[src/rtl/rxd_pkg.sv]
package rxd_pkg;

  typedef enum logic [1:0] {
    ST_HDR  = 2'd0,
    ST_TAG  = 2'd1,
    ST_BODY = 2'd2
  } rx_state_e;

  // largest power of two that does not exceed v (v >= 1)
  function automatic int floor_pow2(input int v);
    int p;
    p = 1;
    for (int i = 1; i < 31; i++) begin
      if ((1 << i) <= v) p = 1 << i;
    end
    return p;
  endfunction

  // equal power-of-two share of the pool for each queue
  function automatic int share_depth(input int total, input int nq);
    return floor_pow2(total / nq);
  endfunction

  // width of a queue index covering demux queues plus catch-all
  function automatic int qsel_w(input int num_dq);
    return (num_dq + 1 > 1) ? $clog2(num_dq + 1) : 1;
  endfunction

  // width of a per-queue occupancy counter
  function automatic int cnt_w(input int total, input int num_dq);
    return $clog2(share_depth(total, num_dq + 1) + 1);
  endfunction

endpackage

[src/rtl/rxd_tag_match.sv]
module rxd_tag_match #(
  parameter int NUM_DQ = 4,
  parameter int DW     = 32,
  parameter int QW     = 3
) (
  input  logic          clk,
  input  logic          rst_n,
  input  logic          cfg_we,
  input  logic [QW-1:0] cfg_idx,
  input  logic [DW-1:0] cfg_tag,
  input  logic          cfg_en,
  input  logic [DW-1:0] probe_tag,
  output logic          hit_any,
  output logic [QW-1:0] hit_idx
);
  localparam int NQ = NUM_DQ + 1;

  logic [DW-1:0] ent_tag [NQ];
  logic [NQ-1:0] ent_en;
  logic [NQ-1:0] match_vec;

  // slot NUM_DQ stands for the catch-all queue and never holds an entry
  always_ff @(posedge clk) begin
    if (!rst_n) begin
      ent_en <= '0;
      for (int i = 0; i < NQ; i++) ent_tag[i] <= '0;
    end else if (cfg_we && (int'(cfg_idx) < NUM_DQ)) begin
      ent_tag[cfg_idx] <= cfg_tag;
      ent_en[cfg_idx]  <= cfg_en;
    end
  end

  generate
    for (genvar g = 0; g < NQ; g++) begin : g_cmp
      if (g < NUM_DQ) begin : g_live
        assign match_vec[g] = ent_en[g] && (ent_tag[g] == probe_tag);
      end else begin : g_none
        assign match_vec[g] = 1'b0;
      end
    end
  endgenerate

  // lowest index wins
  always_comb begin
    hit_idx = '0;
    for (int i = NQ - 1; i >= 0; i--) begin
      if (match_vec[i]) hit_idx = QW'(i);
    end
  end
  assign hit_any = |match_vec;

  p_valid_hit_r3: assert property (@(posedge clk) disable iff (!rst_n)
    hit_any |-> (ent_en[hit_idx] && ent_tag[hit_idx] == probe_tag));

  p_lowest_wins_r6: assert property (@(posedge clk) disable iff (!rst_n)
    hit_any |-> ((match_vec & ((NQ'(1) << hit_idx) - NQ'(1))) == '0));

endmodule

[src/rtl/rxd_fifo.sv]
module rxd_fifo #(
  parameter int DW    = 32,
  parameter int DEPTH = 16,
  parameter int CW    = 5
) (
  input  logic          clk,
  input  logic          rst_n,
  input  logic          push_i,
  input  logic [DW-1:0] push_data_i,
  input  logic          pop_i,
  output logic [DW-1:0] head_o,
  output logic          full_o,
  output logic          empty_o,
  output logic [CW-1:0] cnt_o
);
  localparam int AW = (DEPTH > 1) ? $clog2(DEPTH) : 1;

  logic [DW-1:0] mem [DEPTH];
  logic [AW-1:0] wr_ptr, rd_ptr;

  always_ff @(posedge clk) begin
    if (!rst_n) begin
      wr_ptr <= '0;
      rd_ptr <= '0;
      cnt_o  <= '0;
    end else begin
      if (push_i) begin
        mem[wr_ptr] <= push_data_i;
        wr_ptr      <= (int'(wr_ptr) == DEPTH - 1) ? '0 : wr_ptr + 1'b1;
      end
      if (pop_i) begin
        rd_ptr <= (int'(rd_ptr) == DEPTH - 1) ? '0 : rd_ptr + 1'b1;
      end
      cnt_o <= cnt_o + CW'(push_i) - CW'(pop_i);
    end
  end

  assign head_o  = mem[rd_ptr];
  assign empty_o = (cnt_o == '0);
  assign full_o  = (int'(cnt_o) == DEPTH);

  p_no_overflow_r7: assert property (@(posedge clk) disable iff (!rst_n)
    push_i |-> !full_o);

  p_no_underflow_r8: assert property (@(posedge clk) disable iff (!rst_n)
    pop_i |-> !empty_o);

  p_count_step_r11: assert property (@(posedge clk) disable iff (!rst_n)
    1'b1 |=> (cnt_o == $past(cnt_o) + CW'($past(push_i)) - CW'($past(pop_i))));

  p_depth_bound_r10: assert property (@(posedge clk) disable iff (!rst_n)
    int'(cnt_o) <= DEPTH);

endmodule

[src/rtl/rxd_steer.sv]
module rxd_steer
  import rxd_pkg::*;
#(
  parameter int NUM_DQ = 4,
  parameter int DW     = 32,
  parameter int QW     = 3,
  parameter int LEN_W  = 8
) (
  input  logic              clk,
  input  logic              rst_n,
  input  logic              in_valid,
  input  logic [DW-1:0]     in_data,
  output logic              in_ready,
  input  logic              hit_any,
  input  logic [QW-1:0]     hit_idx,
  input  logic [NUM_DQ:0]   q_full,
  output logic [NUM_DQ:0]   q_push,
  output logic              word_fire
);
  localparam int NQ = NUM_DQ + 1;
  localparam logic [QW-1:0] CA_IDX = QW'(NUM_DQ);

  rx_state_e        st;
  logic [LEN_W-1:0] remaining;
  logic [QW-1:0]    sel;
  logic [QW-1:0]    tgt;

  always_comb begin
    tgt = sel;
    if (st == ST_TAG) tgt = hit_any ? hit_idx : CA_IDX;
  end

  assign in_ready  = (st == ST_HDR) ? 1'b1 : !q_full[tgt];
  assign word_fire = in_valid && in_ready;

  generate
    for (genvar g = 0; g < NQ; g++) begin : g_push
      assign q_push[g] = word_fire && (st != ST_HDR) && (tgt == QW'(g));
    end
  endgenerate

  always_ff @(posedge clk) begin
    if (!rst_n) begin
      st        <= ST_HDR;
      remaining <= '0;
      sel       <= '0;
    end else if (word_fire) begin
      unique case (st)
        ST_HDR: begin
          remaining <= in_data[LEN_W-1:0];
          st        <= ST_TAG;
        end
        ST_TAG: begin
          sel <= tgt;
          st  <= (remaining == '0) ? ST_HDR : ST_BODY;
        end
        ST_BODY: begin
          remaining <= remaining - 1'b1;
          if (remaining == LEN_W'(1)) st <= ST_HDR;
        end
        default: st <= ST_HDR;
      endcase
    end
  end

  p_hold_sel_r1: assert property (@(posedge clk) disable iff (!rst_n)
    (st == ST_BODY && $past(st) == ST_BODY) |-> $stable(sel));

  p_hdr_ready_r7: assert property (@(posedge clk) disable iff (!rst_n)
    (in_valid && !in_ready) |-> (st != ST_HDR));

  p_one_push_r2: assert property (@(posedge clk) disable iff (!rst_n)
    $onehot0(q_push));

endmodule

[src/rtl/rxd_tag_demux.sv]
module rxd_tag_demux
  import rxd_pkg::*;
#(
  parameter int NUM_DQ      = 4,
  parameter int DW          = 32,
  parameter int POOL_WORDS  = 128,
  parameter int LEN_W       = 8
) (
  input  logic                                          clk,
  input  logic                                          rst_n,
  input  logic                                          cfg_we,
  input  logic [qsel_w(NUM_DQ)-1:0]                     cfg_idx,
  input  logic [DW-1:0]                                 cfg_tag,
  input  logic                                          cfg_en,
  input  logic                                          in_valid,
  input  logic [DW-1:0]                                 in_data,
  output logic                                          in_ready,
  input  logic                                          rd_req,
  input  logic [qsel_w(NUM_DQ)-1:0]                     rd_sel,
  output logic                                          rd_ready,
  output logic [DW-1:0]                                 rd_data,
  output logic [NUM_DQ:0]                               q_empty,
  output logic [(NUM_DQ+1)*cnt_w(POOL_WORDS,NUM_DQ)-1:0] q_count,
  output logic                                          irq
);
  localparam int NQ    = NUM_DQ + 1;
  localparam int QW    = qsel_w(NUM_DQ);
  localparam int DEPTH = share_depth(POOL_WORDS, NQ);
  localparam int CW    = cnt_w(POOL_WORDS, NUM_DQ);

  logic          hit_any;
  logic [QW-1:0] hit_idx;
  logic [NQ-1:0] q_full;
  logic [NQ-1:0] q_push;
  logic [NQ-1:0] q_pop;
  logic [DW-1:0] q_head [NQ];
  logic          word_fire;
  logic          sel_ok;
  logic          ca_push;

  rxd_tag_match #(.NUM_DQ(NUM_DQ), .DW(DW), .QW(QW)) u_match (
    .clk(clk), .rst_n(rst_n),
    .cfg_we(cfg_we), .cfg_idx(cfg_idx), .cfg_tag(cfg_tag), .cfg_en(cfg_en),
    .probe_tag(in_data), .hit_any(hit_any), .hit_idx(hit_idx)
  );

  rxd_steer #(.NUM_DQ(NUM_DQ), .DW(DW), .QW(QW), .LEN_W(LEN_W)) u_steer (
    .clk(clk), .rst_n(rst_n),
    .in_valid(in_valid), .in_data(in_data), .in_ready(in_ready),
    .hit_any(hit_any), .hit_idx(hit_idx),
    .q_full(q_full), .q_push(q_push), .word_fire(word_fire)
  );

  assign sel_ok   = (int'(rd_sel) < NQ);
  assign rd_ready = rd_req && sel_ok && !q_empty[rd_sel];
  assign rd_data  = sel_ok ? q_head[rd_sel] : '0;

  generate
    for (genvar g = 0; g < NQ; g++) begin : g_q
      logic [CW-1:0] cnt;
      assign q_pop[g] = rd_ready && (rd_sel == QW'(g));
      rxd_fifo #(.DW(DW), .DEPTH(DEPTH), .CW(CW)) u_fifo (
        .clk(clk), .rst_n(rst_n),
        .push_i(q_push[g]), .push_data_i(in_data),
        .pop_i(q_pop[g]), .head_o(q_head[g]),
        .full_o(q_full[g]), .empty_o(q_empty[g]), .cnt_o(cnt)
      );
      assign q_count[g*CW +: CW] = cnt;
    end
  endgenerate

  assign ca_push = q_push[NUM_DQ];
  assign irq     = !q_empty[NUM_DQ];

  p_irq_rise_r4: assert property (@(posedge clk) disable iff (!rst_n)
    $rose(irq) |-> $past(ca_push));

  p_irq_fall_r5: assert property (@(posedge clk) disable iff (!rst_n)
    $fell(irq) |-> $past(q_pop[NUM_DQ]));

  p_empty_read_r8: assert property (@(posedge clk) disable iff (!rst_n)
    (rd_req && !rd_ready) |=> (q_count == $past(q_count) || $past(word_fire)));

endmodule

[config.mk]
export PLATFORM = sky130hd
export DESIGN_NAME = rxd_tag_demux
export DESIGN_NICKNAME = d
export VERILOG_FILES = /design/src/rtl/rxd_pkg.sv /design/src/rtl/rxd_tag_match.sv /design/src/rtl/rxd_fifo.sv /design/src/rtl/rxd_steer.sv /design/src/rtl/rxd_tag_demux.sv
export SDC_FILE = /design/constraint.sdc
export NUM_CORES = 2
export LEC_CHECK = 0
export CAP_MARGIN = 5
export CORE_AREA = 2 2 445 447
export DETAILED_ROUTE_END_ITERATION = 6
export DIE_AREA = 0 0 447 449
export PLACE_DENSITY = 0.82
export SKIP_LAST_GASP = 1
export SYNTH_ARGS = -nofsm -noshare
export SYNTH_HDL_FRONTEND = slang
export SYNTH_SLANG_ARGS = --single-unit
[constraint.sdc]
create_clock -name clk -period 6.6 [get_ports clk]
set_input_delay 1.32 -clock clk [delete_from_list [all_inputs] [get_ports clk]]
set_output_delay 1.32 -clock clk [all_outputs]
set_load 0.01 [all_outputs]
==> results.yml <==
drt:
  dr_total_vias: 56900
  route.met3.wl_mm: 43.3
  drt_iter0_drc: 10700
  routedLengthMet1_mm: 103
  via_per_inst: 6.98
  route.detailed.drc: 3
  first_pass_iters: 7
  route.met2.wl_mm: 155
  drt-wirelength-per-cell_um: 40.0
  routed_wl_mm: 326
  drtAntennaViolNets: 0
  top_layer: "met5"
logic_synthesis:
  syn_area_um2: 109000
  avgSynthCellArea_um2: 22.4
  yosysSeqAreaShare_pct: 75.8
  synthTopCellsByArea: "edfxtp_1, mux4_2, dfxtp_1"
  synth_cell_types: 71
  yosys.area.top_type: "edfxtp_1"
  synth_edf_count: 2688
  synth_warnings: 0
  synth.cells.most_frequent: "edfxtp_1, mux4_2, and2_1"
  synth.top_cell.area_share_pct: 74.0
  synthCells: 4863
  synth.ff_latch_count: 2790
  postSynth.asyncResetShare_pct: 0
  synth_ff_type: "edfxtp_1"
  syn-num-nets: 5001
  synth_most_common_cell: "edfxtp_1"
global_routing:
  grt_pass1_wl_mm: 454
  grt_util_all_layers_pct: 32.7
  grt_start_max_net_pins: 82
  antenna_found_initial: 45
  grt_pass1_vias: 57800
  overflow: 0
critical_path:
  crit_chain: "buf_2, buf_4, xor2_1, nor4_1, nand4_1, nor4_1, o2111ai_1, o31a_1, a21o_1, nand3_2, o21ai_0, clkdlybuf4s50_1"
  required_ps: 5280
  crit_path_start_kind: "input port"
  cpMostUsedCell: "nor4_1"
  criticalPathCategory: "in2out"
  cpMaxStageDelayCell: "nor4_1"
  critPathCaptureType: "primary output"
  slowest_delay_ps: 700
  arrival_ps: 5190
  critPathMaxFanout: 24
sta:
  setup_viol: 0
  final-max-slew-violation-count: 0
  rsz0062_at_grt: "no"
  fmax_mhz: 154
  setup_ws_ps: 91.6
  hold_violations: 0
  slew-limit-headroom_pct: 13.1
  min_period_ps: 6510
  finalCritPeriodShare_pct: 98.6
  finClkSkew_ps: 104
  tightest_slew_ps: 1300
place:
  routabilityCongestion: 0.902
  dp_slack_ps: 337
  dp_hpwl_mm: 180
  io_buffers: 140
  dp.cells: 7641
  place_area_um2: 116000
clock_network:
  cts_tree: "done"
  cts-hold-fix-buffers: 0
  post_cts_resized: 0
  worstSkewPairLatency_ps: 970
  cts-buffers-inserted: 285
  htree_levels: 5
  cts_root_buf: "clkbuf_16"
  cts_sinks: 2790
  clk_path_buf_depth: 4
  cts_setup_buffers: 0
  clk_pin_slew_ps: 60
floorplanning:
  pin_count: 141
  coreArea_um2: 196000
  row_count: 163
  die_x_um: 447
  die_y_um: 449
  start_util_pct: 55.6
  die_area_um2: 201000
layout:
  drive_above_1_share_pct: 29.0
  area_delta_synth_final_pct: 14.0
  final_area_um2: 124000
  nets: 5426
  stdcell_count: 8149
run_status:
  status: "complete, but fails checks"
  failed_checks: "design-rule violations"
pwr:
  finalPower_w: 0.0371
  static-leakage-power_nw: 38.0
  p_per_area_nw_per_um2: 298
  ir_worst_vdd_mv: 0.240
min_path:
  hold_path_class: "reg2reg"
flow_run:
  max_cap_viol_count: 0
==> power breakdown <==
group / internal [W] / total [W] / switching [W] / leakage, nW
sequential: 0.0195 / 0.0196 / 0.000132 / 25.1
combinational: 0.000778 / 0.00200 / 0.00122 / 8.78
clock: 0.00865 / 0.0154 / 0.00678 / 4.17
==> final cells by class <==
class	instances	area, um^2
repair buffers	378	3840
well taps	2640	3300
multi-input cells	1766	25600
inverters	67	251
diodes	20	50.0
clock buffers	361	7570
flip-flops and latches	2790	82800
fillers	11900	71800
clock inverters	127	983
==> per-stage QoR <==
stage	hold WS (ps)	util, %	setup TNS [ps]
floorplan	432	-	-50790
global placement	441	59.0	0
finish	471	63.4	0
detailed placement	463	59.0	0
global route	503	63.4	0
CTS	471	63.4	0
==> registers in the layout, summed over array words and instances, names as in the netlist, named ones only <==
signal	flops
g_q.u_fifo.mem	2560
u_match.ent_tag	128
g_q.u_fifo.cnt_o	25
g_q.u_fifo.rd_ptr	20
g_q.u_fifo.wr_ptr	20
u_steer.remaining	8
u_match.ent_en	4
u_steer.sel	3
u_steer.st	2
==> kinds of logic (layout without fill, tap and decap cells) <==
group                      Yosys count  count (layout)  synth area share, %
other                                0              20                    0
AOI/OAI and AO/OA                  156             156                0.964
adders and majority gates           62              62                0.745
xor gates and xnor gates           148             148                 1.19
DFF                               2790            2790                 75.8
and+or+nand+nor                    547             547                 2.83
muxes                              853             853                 17.4
buffers and inverters              307             933                 1.08
==> routing by layer <==
layer	vias up	GRT usage, %
li1	21300	-
met1	29300	41.6
met2	5136	50.9
met5	-	0
met4	30	19.7
met3	1126	8.67
==> path summary, 6_finish.rpt <==
path / slack (ps) / startpoint / cells past startpoint / to
min reg2reg: 470 / u_steer.sel[0] / 2 / u_steer.sel[0]
max reg2reg: 1510 / u_match.ent_tag[0][31] / 11 / g_q[4].u_fifo.mem[1][6]
min: 470 / u_steer.sel[0] / 2 / u_steer.sel[0]
max: 90 / in_data[16] / 12 / in_ready
==> cell usage in the layout, fill, tap and decap left out, types with 19 or more instances in the layout <==
cell and n:
o21ai_0 26, a22o_1 33, and2_1 143, xor2_1 95
clkbuf_1 67, nand2b_1 19, nand2_1 65, clkinv_2 40
a21oi_1 44, edfxtp_1 2688, buf_12 64, clkbuf_16 291
buf_2 26, clkinv_1 57, nor2_1 66, ha_1 57
clkdlybuf4s50_1 106, nor3_2 20, nor2_4 29, buf_4 182
or3_1 19, dfxtp_1 82, xnor2_1 53, diode_2 20
mux2i_1 20, inv_1 64, nand4_1 23, and2_2 24
mux4_2 832, nor4_1 39, nand3_1 29
==> critical path, delay by kind of cell <==
| kind | cells | cell delay (ps) |
|---|---|---|
| buffers and inverters | 3 | 1550 |
| and+or+nand+nor | 4 | 1100 |
| AOI/OAI and AO/OA | 4 | 1060 |
| xor gates and xnor gates | 1 | 140 |
No activity file was read; power rests on OpenSTA's default activity.
